$ cat src/rtl/tc_pkg.sv
package tc_pkg;
    localparam int STAGES  = 4;
    localparam int MODULUS = 10;
    localparam int TOP_BIT = STAGES - 1;

    typedef struct packed {
        logic pulse;
        logic carry;
    } edge_state_t;
endpackage

$ cat src/rtl/tc_tstage.sv
module tc_tstage (
    input  logic clk,
    input  logic rst,
    input  logic tog_en,
    output logic q
);
    logic bit_d;
    logic bit_q;

    always_comb begin
        bit_d = bit_q ^ tog_en;
    end

    always_ff @(posedge clk) begin
        if (rst) bit_q <= 1'b0;
        else     bit_q <= bit_d;
    end

    assign q = bit_q;
endmodule

$ cat src/rtl/tc_steer.sv
module tc_steer
    import tc_pkg::*;
(
    input  logic [STAGES-1:0] stage_q,
    input  logic              adv,
    output logic [STAGES-1:0] tog
);
    logic q0_new;
    logic q1_new;
    logic q2_new;
    logic src1_old;
    logic src1_new;

    always_comb begin
        // weight-1 stage: its source is the count pulse itself
        tog[0]   = adv;
        q0_new   = stage_q[0] ^ tog[0];

        // weight-2 stage: source is Q0 masked by NOT Q3
        src1_old = stage_q[0] & ~stage_q[3];
        src1_new = q0_new & ~stage_q[3];
        tog[1]   = src1_old & ~src1_new;
        q1_new   = stage_q[1] ^ tog[1];

        // weight-4 stage: source is Q1
        tog[2]   = stage_q[1] & ~q1_new;
        q2_new   = stage_q[2] ^ tog[2];

        // weight-8 stage: AND-OR selector, set on entering 8, cleared on wrap
        tog[3]   = (stage_q[2] & ~q2_new) | (stage_q[3] & stage_q[0] & ~q0_new);
    end
endmodule

$ cat src/rtl/tc_decade_top.sv
module tc_decade_top
    import tc_pkg::*;
(
    input  logic              clk,
    input  logic              rst,
    input  logic              pulse_in,
    output logic [STAGES-1:0] q_out,
    output logic              carry_out
);
    edge_state_t       st_d;
    edge_state_t       st_q;
    logic              adv;
    logic [STAGES-1:0] stage_q;
    logic [STAGES-1:0] tog;

    assign adv = st_q.pulse & ~pulse_in;

    tc_steer steer_i (
        .stage_q (stage_q),
        .adv     (adv),
        .tog     (tog)
    );

    for (genvar i = 0; i < STAGES; i++) begin : g_stage
        tc_tstage stage_i (
            .clk    (clk),
            .rst    (rst),
            .tog_en (tog[i]),
            .q      (stage_q[i])
        );
    end

    always_comb begin
        st_d       = st_q;
        st_d.pulse = pulse_in;
        st_d.carry = stage_q[TOP_BIT] & tog[TOP_BIT];
    end

    always_ff @(posedge clk) begin
        if (rst) st_q <= '0;
        else     st_q <= st_d;
    end

    assign q_out     = stage_q;
    assign carry_out = st_q.carry;


    count_range_chk: assert property (@(posedge clk) disable iff (rst)
        stage_q < 4'(MODULUS));


    q0_toggle_chk: assert property (@(posedge clk) disable iff (rst)
        adv |=> (stage_q[0] != $past(stage_q[0])));


    hold_chk: assert property (@(posedge clk) disable iff (rst)
        !adv |=> $stable(stage_q));


    q3_span_chk: assert property (@(posedge clk) disable iff (rst)
        stage_q[3] |-> (stage_q[2:1] == 2'b00));


    carry_wrap_chk: assert property (@(posedge clk) disable iff (rst)
        st_q.carry |-> (stage_q == '0 && $past(stage_q) == 4'd9));


    carry_pulse_chk: assert property (@(posedge clk) disable iff (rst)
        st_q.carry |=> !st_q.carry);
endmodule

$ cat config.mk
export PLATFORM = sky130hd
export DESIGN_NAME = tc_decade_top
export DESIGN_NICKNAME = d
export VERILOG_FILES = /design/src/rtl/tc_pkg.sv /design/src/rtl/tc_tstage.sv /design/src/rtl/tc_steer.sv /design/src/rtl/tc_decade_top.sv
export SDC_FILE = /design/constraint.sdc
export NUM_CORES = 1
export LEC_CHECK = 0
export BUFFER_PORTS_ARGS = -buffer_cell sky130_fd_sc_hd__buf_2
export CORE_AREA = 10 10 47 49
export CTS_CLUSTER_SIZE = 25
export DETAILED_ROUTE_END_ITERATION = 16
export DIE_AREA = 0 0 57 59
export GPL_TIMING_DRIVEN = 0
export HOLD_SLACK_MARGIN = 0.02
export PLACE_DENSITY = 0.41
export SLEW_MARGIN = 0
export SYNTH_ARGS = -nofsm -noshare
export SYNTH_HDL_FRONTEND = slang
export SYNTH_SLANG_ARGS = --single-unit
export TNS_END_PERCENT = 20
$ cat constraint.sdc
create_clock -name clk -period 4.1 [get_ports clk]
set_input_delay 0 -clock clk [delete_from_list [all_inputs] [get_ports clk]]
set_output_delay 0 -clock clk [all_outputs]
set_load 0.02 [all_outputs]
# Word level (Yosys, flattened, before mapping)

Cells that the tools add are included.

Output and inout bits: 5
Word-level logic and storage cells: 26
Input port bits: 3
Bits in registers: 6

Bitwise operators: 20

Operator list:

| kind      | count |
|---|---|
| 1-bit AND | 9 |
| 1-bit NOT | 6 |
| 1-bit XOR | 4 |
| 1-bit OR  | 1 |

# Longest topological paths before layout

Depth in word-level cells: 14
Depth in mapped cells: 7
Depth with buffers taken out: 7

# By module

A second synthesis with hierarchy kept.

Cell total of the unflattened synthesis: 23
Area total of the unflattened synthesis: 230.2 sq um

Modules (own cells, without submodules):

| module        | seq. area each (sq um) | area an instance (sq um) | cells an instance | instances |
|---|---|---|---|---|
| tc_tstage     | 20.0                   | 32.5                     | 3                 | 4 |
| tc_decade_top | 40.0                   | 61.3                     | 5                 | 1 |
| tc_steer      | 0.0                    | 38.8                     | 6                 | 1 |

# Worst setup path before layout

Ideal clock, no wire load.

Path kind: register to register
Start point: register st_q[1] (netlist name)
End point: register g_stage[3].stage_i.bit_q
Stages on the path, launching flop included: 8
Slack: 2470 ps
Path buffers: 0
Arrival: 1514 ps
Period minus slack after synthesis: 1630 ps
Library setup time: 116 ps
Data required time: 3984 ps
Cells stage by stage: dfxtp_1 -> nor2b_4 -> and3b_1 -> ha_1 -> ha_1 -> a31o_2 -> ha_1 -> and2b_2

Cells in the longest elaborated chain, start to end: 13
Elaborated cells between the ends (all ways): 15
Those cells by class: bitwise: 15

Ends and longest elaborated chain:

| what                         | line                | source |
|---|---|---|
| start, declared              | tc_decade_top.sv:11 | `edge_state_t st_q;` |
| start signal, assigned       | tc_decade_top.sv:41 | `else st_q <= st_d;` |
| 1-bit AND *                  | tc_decade_top.sv:16 | `assign adv = st_q.pulse & ~pulse_in;` |
| 1-bit XOR *                  | tc_steer.sv:17      | `q0_new = stage_q[0] ^ tog[0];` |
| 1-bit AND                    | tc_steer.sv:21      | `src1_new = q0_new & ~stage_q[3];` |
| 1-bit NOT                    | tc_steer.sv:22      | `tog[1] = src1_old & ~src1_new;` |
| 1-bit AND                    | tc_steer.sv:22      |  |
| 1-bit XOR                    | tc_steer.sv:23      | `q1_new = stage_q[1] ^ tog[1];` |
| 1-bit NOT                    | tc_steer.sv:26      | `tog[2] = stage_q[1] & ~q1_new;` |
| 1-bit AND                    | tc_steer.sv:26      |  |
| 1-bit XOR                    | tc_steer.sv:27      | `q2_new = stage_q[2] ^ tog[2];` |
| 1-bit NOT                    | tc_steer.sv:30      | `tog[3] = (stage_q[2] & ~q2_new) \| (stage_q[3] & stage_q[0] & ~q0_new);` |
| 1-bit AND                    | tc_steer.sv:30      |  |
| 1-bit OR *                   | tc_steer.sv:30      |  |
| 1-bit XOR *                  | tc_tstage.sv:11     | `bit_d = bit_q ^ tog_en;` |
| net g_stage[3].stage_i.bit_d | tc_tstage.sv:7      | `logic bit_d;` |
| end signal, assigned         | tc_tstage.sv:16     | `else bit_q <= bit_d;` |
| end, declared                | tc_tstage.sv:8      | `logic bit_q;` |

Mark *: on every way through the listed nets, which the timed path passes. The rest lies on a longest branch.
A chain may end at the register's enable or synchronous reset.

# Final worst setup path

Ends and elaborated chain as after synthesis.

==> impl_metrics.ini <==
[synth]
yosys.area.top_type = dfxtp_1
syn-num-nets = 30
synth_cells = 24
ys_ff_latch = 6
ys_warn_count = 0
syn_area_sq_um = 288
synth_cell_types = 10
synth_area_leaders = dfxtp_1 42%, and2b_2 15%, ha_1 13%
yosysTopAreaCellShare_pct = 41.7
seq_area_frac_synth_pct = 41.7
synth_area_per_cell_sq_um = 12.0

[sta]
fin_crit_ns = 1.68
finalClockSkew_ns = 0.00236
slew_violations = 0
max_slew_margin_pct = 90.2
totalNegativeSetupSlack_ns = 0
hold_viol = 0
worst_hold_slack_ns = 0.0421
fmax_ghz = 0.595
setup_viol = 0
fin_crit_sh_pct = 41.0
worst_slew_pin_slew_ns = 0.147
rsz0062_at_grt = no
layout_setup_ws_ns = 2.42

[grt]
grtUsageTotal_pct = 3.41
grt_max_degree = 8
grt_pass1_vias = 201
overflow = 0
grt_first_pass_wirelength_microns = 821
antenna_found_initial = 0

[finish]
finalCoreUtilization_pct = 26.1
syn_to_final_growth_pct = 27.0
diodes = 0
drive_above_1_share_pct = 64.7
fin_area_sq_um = 365
fin_nets = 42

[clock_tree]
cts.path.max_buffers = 2
cts_tree = done
clock_sinks = 6
postCtsHoldBufs = 0
clk_latency_ns = 0.24
cts-resized-gates = 0
clk_pin_slew_ns = 0.04
htreeDepth = 1
cts_setup_buffers = 0
cts_root_buffer = clkbuf_4
cts_buffers = 3

[outcome]
status = completed

[critical_path]
critPathSlowestCell = dfxtp_1
max_stage_delay_ns = 0.29
crit_fanout = 3
worstPathCellList = nor2b_4 > and3b_1 > ha_1 > ha_1 > a31o_2 > ha_1 > and2b_2
worstPathRequired_ns = 4.23
endpoint_kind = flop
critical_path_arrival_ns = 1.81
path_common_cell = ha_1
start_kind = flop
path_class = flop to flop

[die]
die_y_microns = 59
io_pins = 8
die-area_sq_mm = 0.00336
die_w_microns = 57
num_rows = 14
start_util_pct = 20.5
fp.coreArea_sq_mm = 0.00140

[route]
wl_per_cell_microns = 9.36
via_count = 177
route.detailed.drc = 0
dr.pass1.iters = 2
ant_nets = 0
viasPerCell = 3.54
wl_microns = 468
drt-initial-drc-count = 1

[min_path]
min_path_type = input pin to flop

[placement]
gp_congestion = 0.573
dpl_worst_slack_ns = 2.40
hpwl_microns = 402
io_buffers = 7
post_dp_cell_area_sq_um = 343

[pwr]
powerDensity_mw_per_mm2 = 335
ir_drop_v = 0.000111
leakage_nw = 0.209

[run]
cap_violations = 0
-- cell type report --
type,count,area (sq um)
Tap cell,16,20.0
Sequential cell,6,120
Buffer,4,30.0
Clock buffer,3,22.5
Multi-Input combinational cell,14,138
Timing Repair Buffer,7,35.0
Fill cell,167,1040
-- cells in the mapped netlist, drive strengths merged --
master,instances
dfxtp,6
and2b,5
buf,4
ha,3
nor2b,2
a31o,1
and3b,1
mux2,1
nor2,1
-- per-layer routing --
metal	vias to the layer above	wire, microns	global-route usage, %
li1	95	-	-
met1	72	229	3.32
met2	8	203	4.19
met3	2	23	1.93
met4	0	12	5.03
met5	-	0	0
-- report_power, final --
part / leakage [nW] / internal (W) / total, W / switching, W
logic: 0.147 / 0.00000479 / 0.00000829 / 0.00000351
registers: 0.0487 / 0.0000598 / 0.0000606 / 0.000000812
clock network: 0.0138 / 0.0000331 / 0.0000537 / 0.0000206
total: 0.209 / 0.0000976 / 0.000123 / 0.0000249
-- placed cells by master (no fill, tap or decap), types with 3 or more instances in the layout --
cell type | Yosys | final
ha_1 | 3 | 3
and2b_2 | 5 | 5
clkbuf_4 | 0 | 3
buf_2 | 0 | 7
dfxtp_1 | 6 | 6
buf_4 | 4 | 4
-- cells by family (layout without fill, tap and decap cells) --
| family | after synthesis | after routing | synth area share (%) |
|---|---|---|---|
| simple gates | 9 | 9 | 26.5 |
| buf+inv | 4 | 14 | 10.4 |
| fa+ha+maj | 3 | 3 | 13.0 |
| mux | 1 | 1 | 5.22 |
| compound gates | 1 | 1 | 3.04 |
| flops | 6 | 6 | 41.7 |
-- metrics by stage --
stage	cells	total power [W]
3_5_place_dp	47	0.0000701
3_3_place_gp	47	0.0000697
2_1_floorplan	24	0.0000669
6_report	50	0.000123
4_1_cts	50	0.000126
5_1_grt	50	0.000132
-- registers in the layout (all words and copies together) (netlist names) --
name               cells
g_stage.stage_i.q      4
carry_out              1
st_q                   1
-- final timing paths --
path | slack (ns) | end | startpoint | depth (start not counted)
worst max-delay path | 2.42 | g_stage[3].stage_i.q | st_q[1] | 7
worst min-delay path | 0.04 | st_q[1] | pulse_in | 2
worst max register to register | 2.42 | g_stage[3].stage_i.q | st_q[1] | 7
worst min register to register | 0.60 | g_stage[2].stage_i.q | g_stage[2].stage_i.q | 2
-- critical path, delay by kind of cell, from the launching register on --
kind                       cells  cell delay (ns)
AOI/OAI and AO/OA              1             0.21
adders and majority gates      3             0.60
DFF                            1             0.29
and+or+nand+nor                3             0.48
Power figures use the tool's default switching activity.
